### config.mk
export PLATFORM = sky130hd
export DESIGN_NAME = sat_acc_alu
export DESIGN_NICKNAME = d
export VERILOG_FILES = /design/src/rtl/sat_acc_pkg.sv /design/src/rtl/acc_operand_shift.sv /design/src/rtl/acc_addsub_sat.sv /design/src/rtl/acc_abs_unit.sv /design/src/rtl/sat_acc_alu.sv
export SDC_FILE = /design/constraint.sdc
export NUM_CORES = 1
export LEC_CHECK = 0
export BUFFER_PORTS_ARGS = -buffer_cell sky130_fd_sc_hd__buf_4
export CELL_PAD_IN_SITES_DETAIL_PLACEMENT = 0
export CELL_PAD_IN_SITES_GLOBAL_PLACEMENT = 1
export CORE_UTILIZATION = 30
export DETAILED_ROUTE_END_ITERATION = 8
export PLACE_DENSITY = 0.6
export SLEW_MARGIN = 10
export SYNTH_ARGS = -nofsm -noshare
export SYNTH_HDL_FRONTEND = slang
export SYNTH_SLANG_ARGS = --single-unit
### constraint.sdc
create_clock -name clk -period 7.2 [get_ports clk]
set_input_delay 1.44 -clock clk [delete_from_list [all_inputs] [get_ports clk]]
set_output_delay 1.44 -clock clk [all_outputs]
set_load 0.02 [all_outputs]
### src/rtl/sat_acc_pkg.sv
package sat_acc_pkg;

   typedef enum logic [3:0] {
      OP_IDLE     = 4'd0,
      OP_ADD_SH   = 4'd1,
      OP_SUB_SH   = 4'd2,
      OP_ADD_HI   = 4'd3,
      OP_SUB_HI   = 4'd4,
      OP_ADD_LO   = 4'd5,
      OP_SUB_LO   = 4'd6,
      OP_ADD_PROD = 4'd7,
      OP_SUB_PROD = 4'd8,
      OP_ABS      = 4'd9,
      OP_DIV_STEP = 4'd10,
      OP_AND      = 4'd11,
      OP_OR       = 4'd12,
      OP_XOR      = 4'd13,
      OP_LOAD_SH  = 4'd14,
      OP_TEST_OV  = 4'd15
   } acc_op_e;

   function automatic logic op_sets_ovf(acc_op_e op);
      return op inside {OP_ADD_SH, OP_SUB_SH, OP_ADD_HI, OP_SUB_HI,
                        OP_ADD_LO, OP_SUB_LO, OP_ADD_PROD, OP_SUB_PROD};
   endfunction

   function automatic logic op_subtracts(acc_op_e op);
      return op inside {OP_SUB_SH, OP_SUB_HI, OP_SUB_LO, OP_SUB_PROD, OP_DIV_STEP};
   endfunction

endpackage

### src/rtl/acc_operand_shift.sv
module acc_operand_shift #(
   parameter int DATA_W       = 16,
   parameter int ACC_W        = 32,
   parameter int SH_W         = 5,
   parameter bit SHIFT_STAGED = 1'b1
) (
   input  logic [DATA_W-1:0] data,
   input  logic [SH_W-1:0]   sh,
   input  logic              sext,
   output logic [ACC_W-1:0]  y
);
   localparam int PAD_W = ACC_W - DATA_W;

   logic [ACC_W-1:0] ext;
   assign ext = {{PAD_W{sext & data[DATA_W-1]}}, data};

   generate
      if (SHIFT_STAGED) begin : g_staged
         logic [ACC_W-1:0] stg [0:SH_W];
         assign stg[0] = ext;
         for (genvar i = 0; i < SH_W; i++) begin : g_stage
            assign stg[i+1] = sh[i] ? (stg[i] << (1 << i)) : stg[i];
         end
         assign y = stg[SH_W];
      end else begin : g_flat
         assign y = ext << sh;
      end
   endgenerate
endmodule

### src/rtl/acc_addsub_sat.sv
module acc_addsub_sat #(
   parameter int ACC_W = 32
) (
   input  logic [ACC_W-1:0] a,
   input  logic [ACC_W-1:0] b,
   input  logic             sub,
   input  logic             ovm,
   output logic [ACC_W-1:0] raw,
   output logic [ACC_W-1:0] result,
   output logic             ovf
);
   localparam logic [ACC_W-1:0] POS_MAX = {1'b0, {(ACC_W-1){1'b1}}};
   localparam logic [ACC_W-1:0] NEG_MAX = {1'b1, {(ACC_W-1){1'b0}}};

   logic [ACC_W-1:0] same_or_diff;
   always_comb begin
      raw          = sub ? (a - b) : (a + b);
      same_or_diff = sub ? (a ^ b) : ~(a ^ b);
      ovf          = same_or_diff[ACC_W-1] & (a[ACC_W-1] ^ raw[ACC_W-1]);
      if (ovf && ovm) result = a[ACC_W-1] ? NEG_MAX : POS_MAX;
      else            result = raw;
   end
endmodule

### src/rtl/acc_abs_unit.sv
module acc_abs_unit #(
   parameter int ACC_W = 32
) (
   input  logic [ACC_W-1:0] a,
   input  logic             ovm,
   output logic [ACC_W-1:0] y
);
   localparam logic [ACC_W-1:0] POS_MAX = {1'b0, {(ACC_W-1){1'b1}}};
   localparam logic [ACC_W-1:0] NEG_MAX = {1'b1, {(ACC_W-1){1'b0}}};

   logic [ACC_W-1:0] neg;
   always_comb begin
      neg = -a;
      if (!a[ACC_W-1])                y = a;
      else if (ovm && neg == NEG_MAX) y = POS_MAX;
      else                            y = neg;
   end
endmodule

### src/rtl/sat_acc_alu.sv
module sat_acc_alu
   import sat_acc_pkg::*;
#(
   parameter int DATA_W       = 16,
   parameter int SHIFT_W      = 4,
   parameter int ACC_W        = 32,
   parameter bit SHIFT_STAGED = 1'b1
) (
   input  logic              clk,
   input  logic              rst_n,
   input  logic              op_valid,
   input  logic [3:0]        op_sel,
   input  logic [DATA_W-1:0] operand,
   input  logic [SHIFT_W-1:0] shift_amt,
   input  logic              sign_ext,
   input  logic [ACC_W-1:0]  product,
   input  logic              ovf_mode,
   output logic [ACC_W-1:0]  acc,
   output logic              ovf_flag
);
   localparam int SH_IN_W = SHIFT_W + 1;
   localparam logic [ACC_W-1:0] NEG_MAX = {1'b1, {(ACC_W-1){1'b0}}};

   generate
      if (ACC_W != 2 * DATA_W) begin : g_bad_acc
         $error("ACC_W must be twice DATA_W");
      end
      if ((1 << SHIFT_W) != DATA_W) begin : g_bad_shift
         $error("SHIFT_W must address every bit of DATA_W");
      end
   endgenerate

   acc_op_e op;
   assign op = acc_op_e'(op_sel);

   logic [ACC_W-1:0] acc_q;
   logic             ovf_q;

   // operand shift and extension choice
   logic [SH_IN_W-1:0] eff_sh;
   logic               eff_sext;
   always_comb begin
      eff_sh   = '0;
      eff_sext = 1'b0;
      unique case (op)
         OP_ADD_SH, OP_SUB_SH, OP_LOAD_SH: begin
            eff_sh   = {1'b0, shift_amt};
            eff_sext = sign_ext;
         end
         OP_ADD_HI, OP_SUB_HI: eff_sh = SH_IN_W'(DATA_W);
         OP_DIV_STEP:          eff_sh = SH_IN_W'(DATA_W - 1);
         default:              eff_sh = '0;
      endcase
   end

   logic [ACC_W-1:0] shifted;
   acc_operand_shift #(
      .DATA_W(DATA_W), .ACC_W(ACC_W), .SH_W(SH_IN_W), .SHIFT_STAGED(SHIFT_STAGED)
   ) u_shift (
      .data(operand), .sh(eff_sh), .sext(eff_sext), .y(shifted)
   );

   logic [ACC_W-1:0] addend, sum_raw, sum_sat, abs_val;
   logic             sum_ovf;
   assign addend = (op == OP_ADD_PROD || op == OP_SUB_PROD) ? product : shifted;

   acc_addsub_sat #(.ACC_W(ACC_W)) u_addsub (
      .a(acc_q), .b(addend), .sub(op_subtracts(op)), .ovm(ovf_mode),
      .raw(sum_raw), .result(sum_sat), .ovf(sum_ovf)
   );

   acc_abs_unit #(.ACC_W(ACC_W)) u_abs (
      .a(acc_q), .ovm(ovf_mode), .y(abs_val)
   );

   logic [ACC_W-1:0] zext_opnd;
   assign zext_opnd = {{(ACC_W-DATA_W){1'b0}}, operand};

   logic [ACC_W-1:0] acc_nxt;
   always_comb begin
      acc_nxt = acc_q;
      unique case (op)
         OP_ADD_SH, OP_SUB_SH, OP_ADD_HI, OP_SUB_HI,
         OP_ADD_LO, OP_SUB_LO, OP_ADD_PROD, OP_SUB_PROD: acc_nxt = sum_sat;
         OP_ABS:      acc_nxt = abs_val;
         OP_DIV_STEP: acc_nxt = sum_raw[ACC_W-1] ? (acc_q << 1)
                                                 : {sum_raw[ACC_W-2:0], 1'b1};
         OP_AND:      acc_nxt = acc_q & zext_opnd;
         OP_OR:       acc_nxt = {acc_q[ACC_W-1:DATA_W], acc_q[DATA_W-1:0] | operand};
         OP_XOR:      acc_nxt = {acc_q[ACC_W-1:DATA_W], acc_q[DATA_W-1:0] ^ operand};
         OP_LOAD_SH:  acc_nxt = shifted;
         default:     acc_nxt = acc_q;
      endcase
   end

   logic arith_ovf;
   assign arith_ovf = op_valid && op_sets_ovf(op) && sum_ovf;

   always_ff @(posedge clk) begin
      if (!rst_n) begin
         acc_q <= '0;
         ovf_q <= 1'b0;
      end else if (op_valid) begin
         acc_q <= acc_nxt;
         if (op == OP_TEST_OV) ovf_q <= 1'b0;
         else if (arith_ovf)   ovf_q <= 1'b1;
      end
   end

   assign acc      = acc_q;
   assign ovf_flag = ovf_q;

   assert_idle_hold_R2: assert property (@(posedge clk) disable iff (!rst_n)
      !op_valid |=> ($stable(acc) && $stable(ovf_flag)));

   assert_ovf_sticky_R5: assert property (@(posedge clk) disable iff (!rst_n)
      (ovf_flag && !(op_valid && op_sel == OP_TEST_OV)) |=> ovf_flag);

   assert_ovf_source_R5: assert property (@(posedge clk) disable iff (!rst_n)
      $rose(ovf_flag) |-> $past(op_valid && op_sets_ovf(op)));

   assert_test_clears_R7: assert property (@(posedge clk) disable iff (!rst_n)
      (op_valid && op_sel == OP_TEST_OV) |=> (!ovf_flag && $stable(acc)));

   assert_abs_no_min_R8: assert property (@(posedge clk) disable iff (!rst_n)
      (op_valid && op_sel == OP_ABS && ovf_mode) |=> (acc != NEG_MAX));
endmodule

==> run summary, run 1 <==
Wire length per cell -> 24.0 um
Area Overhead vs Synth -> 61.3%
Worst Clk Skew -> 0.00517 ns
Cell mode on critical path -> buf_6
Post-synth ARST share -> 0
CTS H-tree depth -> 2
Initial Utilization -> 0.306
Post-synth EDFFs -> 0
Period minus WS final -> 7.32 ns
Ys flop type -> dfxtp_1
Synth unique cells -> 99
Failing checks -> negative setup slack
Synth Register Bits -> 33
PortBufs -> 93
Final nets -> 1983
Status -> finished with violations
WP data arrival -> 7.50 ns
Number of remaining DRC errors -> 0
Max clock buf depth -> 2
M1 WL -> 24500 um
Placed Cells -> 2185
First-pass GRT wire length -> 79200 um
Hold Path Depth -> 2
Row count -> 64
GRT overflow -> 0
Fin. max-slew vios -> 0
Layout cells sized above 1 -> 0.401
Core area -> 30700 um2
Slowest cell on crit path -> or3_4
Antenna Nets Post-Route -> 0
Worst skew pair latency -> 0.30 ns
DRT iter0 DRCs -> 1195
Measured slew at the worst slew-check pin -> 1.29 ns
Hold slack -> 0.455 ns
CP max stage delay -> 0.45 ns
Number of global-route vias before repair -> 12500
Layout Cells excl Fill -> 2252
Die X -> 179 um
Final setup viols -> 19
Largest net degree at the start of global routing -> 33
DP HPWL -> 43600 um
Reg clk slew, reported paths -> 0.06 ns
Total CTS buffers -> 5
Worst EP required -> 7.38 ns
Routed vias -> 13300
Relative slew margins -> 0.138
Power after layout -> 2.64 mW
Final worst-path setup slack -> -0.117 ns
CTS Sinks -> 33
Final wirelength -> 54100 um
Synth Cell Area -> 9380 um2
Leakage Power -> 6.72 nW
Met3 wire length -> 3560 um
Util after Layout -> 0.493
CTS Hold Bufs -> 0
CP Capture Type -> flip-flop
Synthesized Nets -> 1500
Hold Vio Cnt, Final -> 0
Root buf cell -> clkbuf_16
# diodes -> 0
Antenna violations before repair -> 0
PwrDens -> 175 nW/um2
WL met2 -> 23800 um
Maxcap violations -> 0
Worst R2R Path Depth -> 14
Tot GR Track Use -> 0.334
CP Launch Type -> input pin
Placer Congestion -> 1.00
Max Clk Rate -> 0.137 GHz
RSZ-0062 raised after global routing -> true
Overall die height -> 179 um
Register area share after synthesis -> 0.0704
Die Footprint -> 32000 um2
Average cell area after synthesis -> 6.83 um2
Top-Level Pins -> 94
Final Cycle Share -> 1.02
Worst-path fanout max -> 12
Syn Inst Count -> 1373
YS warnings -> 0
Drt first pass iters -> 5
Crit Path Class -> in -> reg
CTS tree -> built
Via density -> 5.92
Worst hold-check path type -> reg -> reg
Maximum vdd drop -> 0.105 mV
Top Metal Used -> met4
-- cells in the mapped netlist (15+ instances only) --
cell type,n,area [um2]
nand2_1,151,567
a21oi_1,114,571
nor2_1,104,390
o21ai_0,86,430
ha_1,65,813
clkbuf_1,63,236
xnor2_1,60,526
inv_1,48,180
nand3_1,42,210
nor3_1,39,195
dfxtp_1,33,661
xor2_1,33,289
a211oi_1,32,240
a21o_1,31,233
a221oi_1,31,272
o22ai_1,26,163
mux2i_1,24,240
a22oi_1,22,165
o211ai_1,22,165
a31oi_1,18,113
buf_2,18,90.1
nand4_1,17,106
o21a_1,16,120
a2111oi_0,15,131
-- metal layers --
metal | up-vias | GRT usage
met5 | - | 0
met4 | 0 | 0.126
met3 | 96 | 0.0214
met2 | 571 | 0.520
met1 | 6420 | 0.476
li1 | 6235 | -
-- registers in the layout, summed over array words and instances (netlist names), named ones only --
signal	flops
acc	31
ovf_flag	1
-- what timing repair did --
| action | CTS | global route |
|---|---|---|
| pin swaps | 39 | 59 |
| endpoints found under the setup margin | 33 | 32 |
| cloned | 1 | 2 |
| buffers inserted | 40 | 18 |
| gates resized for setup | 90 | 120 |
-- metrics by stage --
stage / setup WS [ns] / TNS, ns / cell area, um2
floorplan: 0.00819 / 0 / 9450
global placement: -1.07 / -29.61 / 13500
detailed placement: -1.06 / -28.95 / 13500
CTS: 0.00219 / 0 / 14400
global route: -0.358 / -7.88 / 15100
finish: -0.117 / -0.870 / 15100
-- cell type report --
type / instances / area (um2)
multi-input cells: 1193 / 9030
repair buffers: 572 / 4610
fillers: 3127 / 15500
well taps: 396 / 495
clock buffers: 7 / 143
flip-flops and latches: 33 / 661
inverters: 51 / 191
-- layout by cell type (no fill, tap or decap), drive strengths merged, types with 31 or more instances in the layout --
cell type / Yosys / final
a211oi: 33 / 33
a21o: 31 / 31
a21oi: 116 / 116
a221oi: 31 / 31
buf: 34 / 570
dfxtp: 33 / 33
ha: 65 / 65
inv: 51 / 51
nand2: 152 / 152
nand3: 43 / 44
nor2: 104 / 104
nor3: 42 / 42
o21ai: 94 / 94
xnor2: 60 / 60
xor2: 33 / 33
-- critical path: cells and delay by family --
| kind | cells | cell delay [ns] |
|---|---|---|
| AO/OA/AOI/OAI | 9 | 1.83 |
| XOR/XNOR | 1 | 0.09 |
| adder cells (fa/ha/maj) | 2 | 0.66 |
| buffers and inverters | 6 | 0.92 |
| multiplexers | 2 | 0.71 |
| AND/OR/NAND/NOR | 9 | 1.82 |
-- logic make-up after synthesis --
logic type      share of synthesized area
simple gates                        0.229
buf+inv                            0.0664
compound gates                      0.404
xor+xnor                           0.0868
flops                              0.0704
mux                                0.0472
fa+ha+maj                          0.0965
-- power breakdown --
group          switching (mW)  internal [mW]
clock                  0.0949          0.136
combinational            1.10           1.03
sequential             0.0734          0.207
total                    1.27           1.37
-- final timing paths --
| check | from | slack (ns) | end |
|---|---|---|---|
| hold / removal | ovf_flag | 0.46 | ovf_flag |
| setup reg to reg | acc[2] | 2.47 | acc[2] |
| hold reg to reg | ovf_flag | 0.46 | ovf_flag |
| setup / recovery | op_sel[2] | -0.12 | acc[9] |
No activity file was read; power rests on OpenSTA's default activity.
==> run 2, diff against run 1 <==
--- a/config.mk
+++ b/config.mk
@@ -9,7 +9,9 @@
 export CELL_PAD_IN_SITES_DETAIL_PLACEMENT = 0
 export CELL_PAD_IN_SITES_GLOBAL_PLACEMENT = 1
 export CORE_UTILIZATION = 30
+export CTS_CLUSTER_DIAMETER = 50
 export DETAILED_ROUTE_END_ITERATION = 8
+export MAX_ROUTING_LAYER = met4
 export PLACE_DENSITY = 0.6
 export SLEW_MARGIN = 10
 export SYNTH_ARGS = -nofsm -noshare
==> run 2 against run 1 <==
Net effect:
- the flow now finishes without violations
- combinational power increased by 2%
- highest routed layer unchanged
- largest cell class unchanged
- critical path type unchanged
- first-iteration DRC count grew 19%
- non-clock buffer count fell by 1
- via count shrank 0.54%
- worst hold slack got worse by 0.0026 ns
- total power is 3.3% higher
- sequential cell count is the same
- wire length up 2.5%
- worst setup slack improved by 0.15 ns
==> run summary, run 2 (synthesized netlist as in run 1, its figures left out) <==
Final instance area -> 15500 um2
Fin. max-slew vios -> 0
Setup TNS -> 0 ns
Layout cells sized above 1 -> 0.424
Post-place instance area -> 13500 um2
Via density -> 5.88
Leakage Power -> 6.80 nW
Initial Utilization -> 0.306
Antenna violations before repair -> 0
Crit Path Class -> in -> reg
Worst hold path startpoint -> ovf_flag
Hold Vio Cnt, Final -> 0
# diodes -> 0
Top-Level Pins -> 94
Final wirelength -> 55500 um
Power after layout -> 2.73 mW
PwrDens -> 176 nW/um2
Placed Cells -> 2184
Number of global-route vias before repair -> 12600
Status -> finished clean
Reg clk slew, reported paths -> 0.06 ns
WP data arrival -> 7.34 ns
Crit path from -> op_sel[2]
Max Clk Rate -> 0.139 GHz
Worst hold-check path type -> reg -> reg
Max FFs per register -> 31
Maximum vdd drop -> 0.108 mV
Number of remaining DRC errors -> 0
Final Cycle Share -> 0.996
CP Capture Type -> flip-flop
PortBufs -> 93
CP Launch Type -> input pin
Overall die height -> 179 um
DRT iter0 DRCs -> 1420
Wire length per cell -> 24.6 um
RSZ-0062 raised after global routing -> true
Final nets -> 1982
CTS Sinks -> 33
Worst EP required -> 7.37 ns
Most frequent cells in the layout -> buf_4 (525), nand2_1 (144), a21oi_1 (102), nor2_1 (95), o21ai_0 (73)
Die X -> 179 um
Max clock buf depth -> 2
Period minus WS final -> 7.17 ns
CTS H-tree depth -> 2
DP HPWL -> 44600 um
Root buf cell -> clkbuf_16
GRT overflow -> 0
Largest net degree at the start of global routing -> 33
Final setup viols -> 0
Worst-path fanout max -> 8
Routed vias -> 13300
CTS tree -> built
Area Overhead vs Synth -> 65.0%
Die Footprint -> 32000 um2
Maxcap violations -> 0
Measured slew at the worst slew-check pin -> 1.24 ns
Util after Layout -> 0.505
Antenna Nets Post-Route -> 0
Crit Reg-Reg Startpoint -> acc[12]
Placer Congestion -> 1.04
Layout Cells excl Fill -> 2252
Tot GR Track Use -> 0.350
Most common cell after layout, fill and taps aside -> buf_4
Drt first pass iters -> 6
Worst skew pair latency -> 0.29 ns
Worst Clk Skew -> 0.0146 ns
Relative slew margins -> 0.167
Core area -> 30700 um2
Total CTS buffers -> 5
Row count -> 64
First-pass GRT wire length -> 80400 um
run 2: layout make-up:
cell class,instances,area [um2]
Sequential cell,33,661
Clock inverter,1,30.0
Multi-Input combinational cell,1193,9350
Fill cell,3089,15200
Clock buffer,7,143
Inverter,51,191
Timing Repair Buffer,571,4610
Tap cell,396,495
run 2: power by group:
| part | total, mW | switching (mW) | internal, mW |
|---|---|---|---|
| clock network | 0.267 | 0.0936 | 0.173 |
| logic | 2.18 | 1.13 | 1.05 |
| registers | 0.282 | 0.0759 | 0.207 |
run 2: per-layer routing:
layer  vias up  routed length [um]  GRT usage
met1      6391               24800      0.476
met2       546               25400      0.547
met5         -                   0          -
met3        77                3370     0.0218
met4         0                1910      0.119
li1       6236                   -          -
run 2: repair_timing:
| action | in CTS | in global routing |
|---|---|---|
| setup buffers | 39 | 20 |
| hold endpoints to repair | 0 | 0 |
| resized for setup | 108 | 157 |
| cloned | 2 | 1 |
| setup endpoints to repair | 33 | 32 |
| hold buffers | 0 | 0 |
| pin swaps | 58 | 97 |
run 2: final timing paths:
| check | to | slack (ns) | cells past startpoint |
|---|---|---|---|
| max reg2reg | acc[15] | 2.46 | 13 |
| max | acc[18] | 0.03 | 28 |
| min reg2reg | ovf_flag | 0.45 | 2 |
| min | ovf_flag | 0.45 | 2 |
run 2: per-stage QoR:
stage,hold slack (ns),setup slack (ns)
floorplan,0.520,0.00819
global placement,0.436,-0.844
detailed placement,0.441,-1.05
CTS,0.453,-0.0330
global route,0.480,-0.235
finish,0.452,0.0296
run 2: critical path, cell delays in order:
cell,delay [ns]
buf_8,0.11
nor4b_4,0.32
buf_6,0.21
buf_12,0.15
a21oi_4,0.07
a22oi_2,0.27
o211ai_1,0.26
a221oi_2,0.36
and4_4,0.28
nand4_1,0.18
or3_4,0.47
o21ai_2,0.17
xor2_1,0.09
ha_1,0.31
nand2_2,0.08
or3_4,0.41
nor2_4,0.12
nand4_1,0.15
a21boi_2,0.22
a2bb2oi_4,0.20
mux2i_2,0.26
a31oi_2,0.07
buf_4,0.17
nand3_4,0.18
buf_6,0.14
mux2_4,0.29
a211oi_2,0.25
o31ai_1,0.10
==> run 3, diff against run 2 <==
--- a/config.mk
+++ b/config.mk
@@ -8,11 +8,12 @@
 export BUFFER_PORTS_ARGS = -buffer_cell sky130_fd_sc_hd__buf_4
 export CELL_PAD_IN_SITES_DETAIL_PLACEMENT = 0
 export CELL_PAD_IN_SITES_GLOBAL_PLACEMENT = 1
-export CORE_UTILIZATION = 30
+export CORE_UTILIZATION = 40
 export CTS_CLUSTER_DIAMETER = 50
 export DETAILED_ROUTE_END_ITERATION = 8
 export MAX_ROUTING_LAYER = met4
-export PLACE_DENSITY = 0.6
+export PLACE_DENSITY = 0.77
+export SETUP_SLACK_MARGIN = 0.4
 export SLEW_MARGIN = 10
 export SYNTH_ARGS = -nofsm -noshare
 export SYNTH_HDL_FRONTEND = slang
==> run 3 against run 2 <==
Net effect:
- largest power group unchanged
- sequential cell count is the same
- the run now ends with negative setup slack left
- clock skew down 0.0075 ns
- via count is 3.3% higher
- utilization grew 16 points
- critical path depth is 3 higher
- combinational power is 4% lower
- total power down 4.5%
- design area shrank 2.6%
- sequential share of layout area grew 0.12 points
- clock-buffer cell count is 2 lower
==> run summary, run 3 (synthesized netlist as in run 1, its figures left out) <==
Core area -> 22800 um2
Antenna violations before repair -> 1
Maximum vdd drop -> 0.121 mV
Largest net degree at the start of global routing -> 25
Placer Congestion -> 1.03
Fin. max-slew vios -> 0
Number of global-route vias before repair -> 12600
Crit Path Class -> in -> reg
Area Overhead vs Synth -> 60.7%
PwrDens -> 173 nW/um2
Crit Reg-Reg Startpoint -> acc[12]
Util after Layout -> 0.660
DP HPWL -> 41000 um
Total CTS buffers -> 5
Crit path from -> op_sel[2]
Reg-to-reg endpoint -> acc[7]
Tot GR Track Use -> 0.427
Hold Vio Cnt, Final -> 0
CP Capture Type -> flip-flop
Worst EP required -> 7.38 ns
Worst skew pair latency -> 0.29 ns
CTS Sinks -> 33
Relative slew margins -> 0.180
Most frequent cells in the layout -> buf_4 (504), nand2_1 (143), a21oi_1 (101), nor2_1 (97), o21ai_0 (76)
Worst-path fanout max -> 8
# fillers -> 2024
Final Cycle Share -> 1.01
Worst hold-check path type -> reg -> reg
Overall die height -> 155 um
Failing checks -> negative setup slack
Max Clk Rate -> 0.137 GHz
Max clock buf depth -> 2
Slowest cell on crit path -> or3_4
Placed Cells -> 2069
First-pass GRT wire length -> 76200 um
Most common cell after layout, fill and taps aside -> buf_4
Measured slew at the worst slew-check pin -> 1.22 ns
Status -> finished with violations
DRT iter0 DRCs -> 1646
Period minus WS final -> 7.27 ns
Leakage Power -> 6.67 nW
WP data arrival -> 7.45 ns
Routed vias -> 13700
Final setup viols -> 20
Top-Level Pins -> 94
Setup TNS -> -0.732 ns
Worst Clk Skew -> 0.00703 ns
Number of remaining DRC errors -> 0
Die X -> 155 um
Die Footprint -> 24100 um2
Worst R2R Path Depth -> 14
Crit path to -> acc[27]
GRT overflow -> 0
Area of the multi-input gates -> 9220 um2
Maxcap violations -> 0
Layout cells sized above 1 -> 0.407
Reg clk slew, reported paths -> 0.06 ns
Drt first pass iters -> 6
RSZ-0062 raised after global routing -> true
PortBufs -> 93
Final wirelength -> 51900 um
Setup WS pre-CTS -> -0.913 ns
Antenna Nets Post-Route -> 0
Wire length per cell -> 24.2 um
Row count -> 55
Reg area -> 661 um2
CTS H-tree depth -> 2
Root buf cell -> clkbuf_16
Reg-to-reg slack, setup -> 2.06 ns
Max FFs per register -> 31
Layout Cells excl Fill -> 2146
Initial Utilization -> 0.411
Final worst-path setup slack -> -0.0729 ns
Final nets -> 1958
CP max stage delay -> 0.50 ns
CTS tree -> built
CP Launch Type -> input pin
Via density -> 6.38
-- run 3: power by group --
group	internal, mW	switching [mW]
clock	0.127	0.0944
combinational	1.01	1.09
sequential	0.207	0.0774
total	1.34	1.27
-- run 3: what timing repair did --
| action | in CTS | in global routing |
|---|---|---|
| setup buffers | 43 | 20 |
| hold buffers | 0 | 0 |
| gates cloned | 3 | 2 |
| gates resized for setup | 128 | 67 |
| endpoints found under the setup margin | 33 | 33 |
| hold endpoints to repair | 0 | 0 |
| pin swaps | 82 | 55 |
-- run 3: cell type report --
cell class                      count  area share
Clock buffer                        5     0.00830
Multi-Input combinational cell   1192       0.611
Antenna cell                        1    0.000166
Tap cell                          313      0.0260
Sequential cell                    33      0.0438
Timing Repair Buffer              548       0.296
Clock inverter                      3     0.00116
Inverter                           51      0.0130
-- run 3: worst max-delay path: cells and delay by family --
| kind | cells | cell delay (ns) |
|---|---|---|
| fa+ha+maj | 2 | 0.65 |
| mux | 1 | 0.19 |
| simple gates | 7 | 1.62 |
| compound gates | 11 | 2.31 |
| buf+inv | 9 | 1.11 |
| xor+xnor | 1 | 0.12 |
-- run 3: worst min-delay path by stage --
stage / depth (start not counted) / startpoint / slack, ns / endpoint
floorplan: 2 / ovf_flag / 0.52 / ovf_flag
global placement: 2 / ovf_flag / 0.47 / ovf_flag
finish: 2 / ovf_flag / 0.51 / ovf_flag
global route: 2 / ovf_flag / 0.53 / ovf_flag
detailed placement: 2 / ovf_flag / 0.48 / ovf_flag
CTS: 2 / ovf_flag / 0.49 / ovf_flag
-- run 3: per-stage QoR --
| step | cell area, um2 | total power, mW | hold WS, ns |
|---|---|---|---|
| after floorplan | 9650 | 1.31 | 0.520 |
| after global placement | 13300 | 2.04 | 0.469 |
| after detailed placement | 13300 | 2.07 | 0.477 |
| after CTS | 14500 | 2.45 | 0.489 |
| after global routing | 15100 | 2.74 | 0.526 |
| final | 15100 | 2.61 | 0.506 |
-- run 3: metal layers --
layer | global-route usage | vias up | part of all wire
met5 | - | - | 0
met4 | 0.192 | 0 | 0.057
met3 | 0.0259 | 179 | 0.078
met2 | 0.680 | 817 | 0.45
met1 | 0.555 | 6513 | 0.42
li1 | - | 6175 | -
